===== src/rtl/psh_pkg.sv =====
package psh_pkg;

  // Raised-cosine-shaped tap k of a response span samples long, scaled to peak.
  function automatic int rc_coef(input int idx, input int span, input int peak);
    longint d;
    longint v;
    longint num;
    longint den;
    d = longint'(2 * idx + 1 - span);
    if (d < 0) d = -d;
    v   = longint'(span) - d;
    num = v * v * (3 * longint'(span) - 2 * v);
    den = longint'(span) * longint'(span) * longint'(span);
    return int'((longint'(peak) * num) / den);
  endfunction

  // Clip a signed value into an ow-bit two's-complement range.
  function automatic int clip_to(input int val, input int ow);
    int hi;
    int lo;
    hi = (1 << (ow - 1)) - 1;
    lo = -(1 << (ow - 1));
    if (val > hi) return hi;
    if (val < lo) return lo;
    return val;
  endfunction

endpackage


===== src/rtl/psh_seq.sv =====
module psh_seq #(
  parameter int SPS  = 50,
  parameter int NSEG = 3,
  parameter int CNTW = $clog2(SPS)
) (
  input  logic            clk,
  input  logic            rst_n,
  input  logic            en,
  input  logic            stb,
  input  logic            bit_in,
  output logic [CNTW-1:0] cnt,
  output logic [NSEG-1:0] hist,
  output logic [NSEG-1:0] hval
);

  logic shift_ev;
  logic last_ev;

  assign shift_ev = en & stb;
  assign last_ev  = (cnt == CNTW'(SPS - 1));

  always_ff @(posedge clk or negedge rst_n) begin
    if (!rst_n) begin
      cnt <= '0;
    end else if (shift_ev) begin
      cnt <= '0;
    end else if (en) begin
      cnt <= last_ev ? '0 : cnt + CNTW'(1);
    end
  end

  always_ff @(posedge clk or negedge rst_n) begin
    if (!rst_n) begin
      hist <= '0;
      hval <= '0;
    end else if (shift_ev) begin
      hist[0] <= bit_in;
      hval[0] <= 1'b1;
      for (int s = 1; s < NSEG; s++) begin
        hist[s] <= hist[s-1];
        hval[s] <= hval[s-1];
      end
    end
  end

  AST_CNT_BOUND: assert property (@(posedge clk) disable iff (!rst_n)
    cnt < CNTW'(SPS));
  AST_STB_CLEAR: assert property (@(posedge clk) disable iff (!rst_n)
    shift_ev |=> cnt == '0);
  AST_HIST_NEW: assert property (@(posedge clk) disable iff (!rst_n)
    shift_ev |=> (hist[0] == $past(bit_in)) && hval[0]);
  AST_HOLD: assert property (@(posedge clk) disable iff (!rst_n)
    !en |=> $stable(cnt) && $stable(hist) && $stable(hval));

  for (genvar s = 1; s < NSEG; s++) begin : g_chk
    AST_HIST_AGE: assert property (@(posedge clk) disable iff (!rst_n)
      shift_ev |=> (hist[s] == $past(hist[s-1])) && (hval[s] == $past(hval[s-1])));
    AST_FILL_ORDER: assert property (@(posedge clk) disable iff (!rst_n)
      hval[s] |-> hval[s-1]);
  end

endmodule


===== src/rtl/psh_tap.sv =====
module psh_tap #(
  parameter int SPS  = 50,
  parameter int NSEG = 3,
  parameter int SEG  = 0,
  parameter int CW   = 12,
  parameter int SW   = 15,
  parameter int PEAK = 2600,
  parameter int CNTW = $clog2(SPS)
) (
  input  logic                 clk,
  input  logic                 rst_n,
  input  logic                 cap,
  input  logic [CNTW-1:0]      addr,
  input  logic                 sgn,
  input  logic                 slot_v,
  output logic signed [SW-1:0] term
);
  import psh_pkg::*;

  localparam int SPAN = NSEG * SPS;

  logic [CW-1:0] rom [SPS];
  for (genvar a = 0; a < SPS; a++) begin : g_rom
    assign rom[a] = CW'(rc_coef(SEG * SPS + a, SPAN, PEAK));
  end

  logic [CW-1:0]        mag_q;
  logic                 sgn_q;
  logic                 v_q;
  logic signed [SW-1:0] mag_ext;

  always_ff @(posedge clk or negedge rst_n) begin
    if (!rst_n) begin
      mag_q <= '0;
      sgn_q <= 1'b0;
      v_q   <= 1'b0;
    end else if (cap) begin
      mag_q <= rom[addr];
      sgn_q <= sgn;
      v_q   <= slot_v;
    end
  end

  assign mag_ext = {{(SW-CW){1'b0}}, mag_q};
  assign term    = !v_q ? '0 : (sgn_q ? mag_ext : -mag_ext);

  AST_EMPTY_SLOT: assert property (@(posedge clk) disable iff (!rst_n)
    (cap && !slot_v) |=> term == '0);

endmodule


===== src/rtl/psh_sum.sv =====
module psh_sum #(
  parameter int NSEG = 3,
  parameter int SW   = 15,
  parameter int OW   = 13
) (
  input  logic [NSEG*SW-1:0]   terms,
  output logic signed [SW-1:0] acc,
  output logic signed [OW-1:0] samp,
  output logic                 clip_hi,
  output logic                 clip_lo
);
  import psh_pkg::*;

  localparam int HI = (1 << (OW - 1)) - 1;
  localparam int LO = -(1 << (OW - 1));

  always_comb begin
    acc = '0;
    for (int s = 0; s < NSEG; s++) begin
      acc = acc + $signed(terms[s*SW +: SW]);
    end
  end

  assign clip_hi = int'(acc) > HI;
  assign clip_lo = int'(acc) < LO;
  assign samp    = OW'(clip_to(int'(acc), OW));

endmodule


===== src/rtl/rc_pulse_shaper.sv =====
module rc_pulse_shaper #(
  parameter int SPS  = 50,
  parameter int NSEG = 3,
  parameter int CW   = 12,
  parameter int OW   = 13,
  parameter int PEAK = 2600
) (
  input  logic                 clk,
  input  logic                 rst_n,
  input  logic                 en,
  input  logic                 sym_stb,
  input  logic                 sym_bit,
  output logic signed [OW-1:0] smp_out,
  output logic                 smp_vld
);

  localparam int CNTW = $clog2(SPS);
  localparam int SW   = OW + $clog2(NSEG);
  localparam logic signed [OW-1:0] OUT_HI = OW'((1 << (OW - 1)) - 1);
  localparam logic signed [OW-1:0] OUT_LO = OW'(-(1 << (OW - 1)));

  logic [CNTW-1:0]      cnt;
  logic [NSEG-1:0]      hist;
  logic [NSEG-1:0]      hval;
  logic [NSEG*SW-1:0]   terms;
  logic signed [SW-1:0] acc;
  logic signed [OW-1:0] samp;
  logic                 clip_hi;
  logic                 clip_lo;
  logic                 vld_q;

  psh_seq #(.SPS(SPS), .NSEG(NSEG), .CNTW(CNTW)) u_seq (
    .clk(clk), .rst_n(rst_n), .en(en), .stb(sym_stb), .bit_in(sym_bit),
    .cnt(cnt), .hist(hist), .hval(hval)
  );

  for (genvar t = 0; t < NSEG; t++) begin : g_tap
    logic signed [SW-1:0] term;
    psh_tap #(.SPS(SPS), .NSEG(NSEG), .SEG(t), .CW(CW), .SW(SW),
              .PEAK(PEAK), .CNTW(CNTW)) u_tap (
      .clk(clk), .rst_n(rst_n), .cap(en), .addr(cnt),
      .sgn(hist[t]), .slot_v(hval[t]), .term(term)
    );
    assign terms[t*SW +: SW] = term;
  end

  psh_sum #(.NSEG(NSEG), .SW(SW), .OW(OW)) u_sum (
    .terms(terms), .acc(acc), .samp(samp), .clip_hi(clip_hi), .clip_lo(clip_lo)
  );

  always_ff @(posedge clk or negedge rst_n) begin
    if (!rst_n) vld_q <= 1'b0;
    else        vld_q <= en;
  end

  assign smp_vld = vld_q;
  assign smp_out = vld_q ? samp : '0;

  AST_CLIP_HI: assert property (@(posedge clk) disable iff (!rst_n)
    (smp_vld && clip_hi) |-> smp_out == OUT_HI);
  AST_CLIP_LO: assert property (@(posedge clk) disable iff (!rst_n)
    (smp_vld && clip_lo) |-> smp_out == OUT_LO);
  AST_IDLE_ZERO: assert property (@(posedge clk) disable iff (!rst_n)
    !smp_vld |-> smp_out == '0);
  AST_VLD_FOLLOW: assert property (@(posedge clk) disable iff (!rst_n)
    en |=> smp_vld);

endmodule


===== config.mk =====
export PLATFORM = sky130hd
export DESIGN_NAME = rc_pulse_shaper
export DESIGN_NICKNAME = d
export VERILOG_FILES = /design/src/rtl/psh_pkg.sv /design/src/rtl/psh_seq.sv /design/src/rtl/psh_tap.sv /design/src/rtl/psh_sum.sv /design/src/rtl/rc_pulse_shaper.sv
export SDC_FILE = /design/constraint.sdc
export NUM_CORES = 1
export LEC_CHECK = 0
export BUFFER_PORTS_ARGS = -buffer_cell sky130_fd_sc_hd__buf_4
export CORE_MARGIN = 1
export CORE_UTILIZATION = 51
export CTS_CLUSTER_DIAMETER = 150
export CTS_CLUSTER_SIZE = 28
export DETAILED_ROUTE_END_ITERATION = 12
export GPL_TIMING_DRIVEN = 0
export PLACE_DENSITY = 0.67
export SLEW_MARGIN = 5
export SYNTH_ARGS = -nofsm -noshare
export SYNTH_HDL_FRONTEND = slang
export SYNTH_SLANG_ARGS = --single-unit

===== constraint.sdc =====
create_clock -name clk -period 7.3 [get_ports clk]
set_input_delay 0.365 -clock clk [delete_from_list [all_inputs] [get_ports clk]]
set_output_delay 0.365 -clock clk [all_outputs]
set_load 0.02 [all_outputs]

==> flow_summary.ini <==
[status]
status = finished, final reports clean

[pwr]
power_frac_seq_pct = 10.9
p_sw_mw = 1.79
power.total_mw = 3.48
powerDensity_nw_per_um2 = 534
p_leak_nw = 2.69
p_int_mw = 1.69
clockPowerShare_pct = 7.1
switching_share_pct = 51.3
ir_worst_vdd_v = 0.00125
pwr-share-comb_pct = 82.0

[synth]
synth_edf_count = 0
ys_ff_latch = 53
synth_nets = 869
synth_flop_cell = dfrtp_1
ys_seq_area_share_pct = 21.9
synth_area_um2 = 6040
syn_inst = 824
syn_area_per_cell_um2 = 7.34
synth_cell_type_count = 64
synth_top_area_share_pct = 21.9
ys_warn_count = 0
yosysTopAreaCell = dfrtp_1
synthTopCellsByArea = dfrtp_1 (22%), a21oi_1 (6.7%), nand2_1 (6.1%), o21ai_0 (5.5%), ha_1 (5.2%)
synth-async-reset-ratio_pct = 100

[clock_tree]
post_cts_buffers = 0
insertion_delay_ps = 300
cts-buffers-inserted = 5
clockBufferDepth = 2
cts_resized = 0
cts_hold_buf = 0
cts_tree = done
cts-htree-levels = 2
cts.clk_slew.worst_paths_ps = 70
clock_sinks = 53
cts_root_buffer = clkbuf_16

[route]
routed_wl_um = 23900
drc = 0
viasPerCell = 6.95
dr.pass1.iters = 9
final_antenna_net_count = 0
vias = 6897
wl_per_cell_um = 24.1
drt_iter0_markers = 1268

[sta]
slew-limit-headroom_pct = 31.0
fmax_mhz = 180
tns_ps = 0
finalHoldViolCount = 0
worst_slack_ps = 1730
final-setup-viol-count = 0
min_period_ps = 5570
clock_skew_ps = 6.67
rsz0062_at_grt = no
maxSlewViolCount = 0
finalCritPeriodShare_pct = 76.3
tightest_slew_ps = 1020

[grt]
grt_max_degree = 54
first_global_vias = 6582
antenna_found_initial = 0
grt_pass1_wl_um = 37200
overflow = 0
grt_usage_pct = 39.4

[floorplanning]
placementRows = 39
ioPinCount = 19
initial_core_util_pct = 52.7
die_area_um2 = 12300
chipWidth_um = 111
core-area_um2 = 11500
fp.dieH_um = 111

[critical_path]
r2r_slack_ps = 3240
ff2ff_path_depth = 10
crit_type = flop to primary output
endpoint_kind = primary output
critPathLaunchType = flop
path_cells = inv_1 > ha_1 > nor3b_1 > nor2_1 > xnor2_1 > nand2_1 > fa_1 > inv_1 > ha_1 > and2_1 > a221oi_1 > a211oi_1 > or3_1 > nand3b_1 > a21boi_1 > a32o_1 > buf_4
required_ps = 6930
critPathBufInv = 3
r2r-start = u_seq.cnt[1]
crit_fanout = 10
arrival_ps = 5210
cp_slowest_cell = nor3b_1
critical-path-top-delay-family = simple AND/OR/NAND/NOR gates
critical_path.max_stage_delay_ps = 670
rr_endpoint = g_tap[2].u_tap.mag_q[4]

[final_layout]
fin_util_pct = 56.8
syn_to_final_growth_pct = 7.76
final_layout_size_suffix_gt1_share_pct = 7.76
insertedDiodeCount = 0
fin_nets = 894

[hold_path]
min_path_type = primary input to async pin

[placed_design]
dp_hpwl_um = 18000
dp_slack_ps = 2180
finalWeightedCongestion = 1.08
portBuffers = 18

[flow_run]
cap_violations = 0
-- routing by layer --
layer / GRT usage, % / routed length (um) / vias up
met3: 15.1 / 3790 / 113
met2: 54.8 / 9610 / 561
met4: 14.6 / 1050 / 0
met5: 0 / 0 / -
li1: - / - / 2981
met1: 55.0 / 9450 / 3242
-- placed cells by master (no fill, tap or decap), types with 22 or more instances in the layout --
| master | Yosys | final |
|---|---|---|
| a211oi_1 | 23 | 23 |
| a21oi_1 | 81 | 81 |
| clkbuf_1 | 51 | 51 |
| dfrtp_1 | 53 | 53 |
| ha_1 | 25 | 25 |
| inv_1 | 51 | 51 |
| mux2_2 | 23 | 23 |
| nand2_1 | 99 | 99 |
| nor2_1 | 72 | 72 |
| nor3_1 | 23 | 23 |
| o21ai_0 | 66 | 66 |
| xor2_1 | 22 | 22 |
-- cell families after synthesis --
family	synth area share, %
multiplexers	4.62
AO/OA/AOI/OAI	28.9
AND/OR/NAND/NOR	21.0
XOR/XNOR	5.84
buffers and inverters	7.58
flip-flops	21.9
adder cells (fa/ha/maj)	10.1
-- area by class of cell --
class | instances | area (um2)
fillers | 1038 | 4950
flip-flops and latches | 53 | 1330
clock buffers | 6 | 139
inverters | 53 | 199
multi-input cells | 653 | 4260
clock inverters | 2 | 16.3
well taps | 143 | 179
plain buffers | 65 | 259
repair buffers | 18 | 135
-- worst max path at each step --
stage                            start          to  slack, ps  depth (start not counted)
2_1_floorplan  g_tap[0].u_tap.mag_q[5]  smp_out[3]       2800                         16
3_5_place_dp   g_tap[0].u_tap.mag_q[2]  smp_out[3]       2180                         18
3_3_place_gp   g_tap[1].u_tap.mag_q[0]  smp_out[3]       2330                         17
6_report       g_tap[1].u_tap.mag_q[0]  smp_out[3]       1730                         17
5_1_grt        g_tap[1].u_tap.mag_q[2]  smp_out[3]       1370                         15
4_1_cts        g_tap[0].u_tap.mag_q[2]  smp_out[3]       1820                         18
-- worst reg2reg max path, cell delays in order, from the launching register on --
cell,delay (ps)
dfrtp_1,590
clkbuf_1,560
inv_1,320
ha_1,350
clkbuf_1,230
nand2_1,280
nor3b_1,840
a211oi_1,110
a211oi_1,420
o21ai_0,170
o21ai_0,110
-- power groups by stage --
stage / logic, mW / registers [mW] / clock network (mW)
final: 2.85 / 0.380 / 0.246
after detailed placement: 2.81 / 0.382 / 0
after global placement: 2.74 / 0.379 / 0
after global routing: 3.15 / 0.384 / 0.260
after CTS: 2.82 / 0.377 / 0.248
after floorplan: 2.09 / 0.367 / 0
-- synth_stat cells (all sizes together), types with 8 or more instances --
| cell | count |
|---|---|
| a211oi | 23 |
| a21boi | 10 |
| a21oi | 81 |
| a31oi | 18 |
| buf | 14 |
| clkbuf | 51 |
| dfrtp | 53 |
| fa | 15 |
| ha | 25 |
| inv | 51 |
| mux2 | 23 |
| nand2 | 99 |
| nand2b | 10 |
| nand3 | 17 |
| nor2 | 73 |
| nor2b | 8 |
| nor3 | 23 |
| o211ai | 13 |
| o21a | 15 |
| o21ai | 66 |
| or3 | 11 |
| xnor2 | 14 |
| xor2 | 22 |
-- metrics by stage --
step                instance area [um2]  hold WS (ps)  cells
floorplan                          6040          69.4    824
global placement                   6360           420    985
detailed placement                 6360           429    985
CTS                                6510           116    993
global route                       6510           161    993
finish                             6510          93.9    993
-- sequential cells by signal (all words and copies together) (netlist names) --
| name | count |
|---|---|
| g_tap.u_tap.mag_q | 34 |
| u_seq.cnt | 6 |
| g_tap.u_tap.sgn_q | 3 |
| g_tap.u_tap.v_q | 3 |
| u_seq.hist | 3 |
| u_seq.hval | 3 |
| smp_vld | 1 |
(Power assumes the default switching activity.)
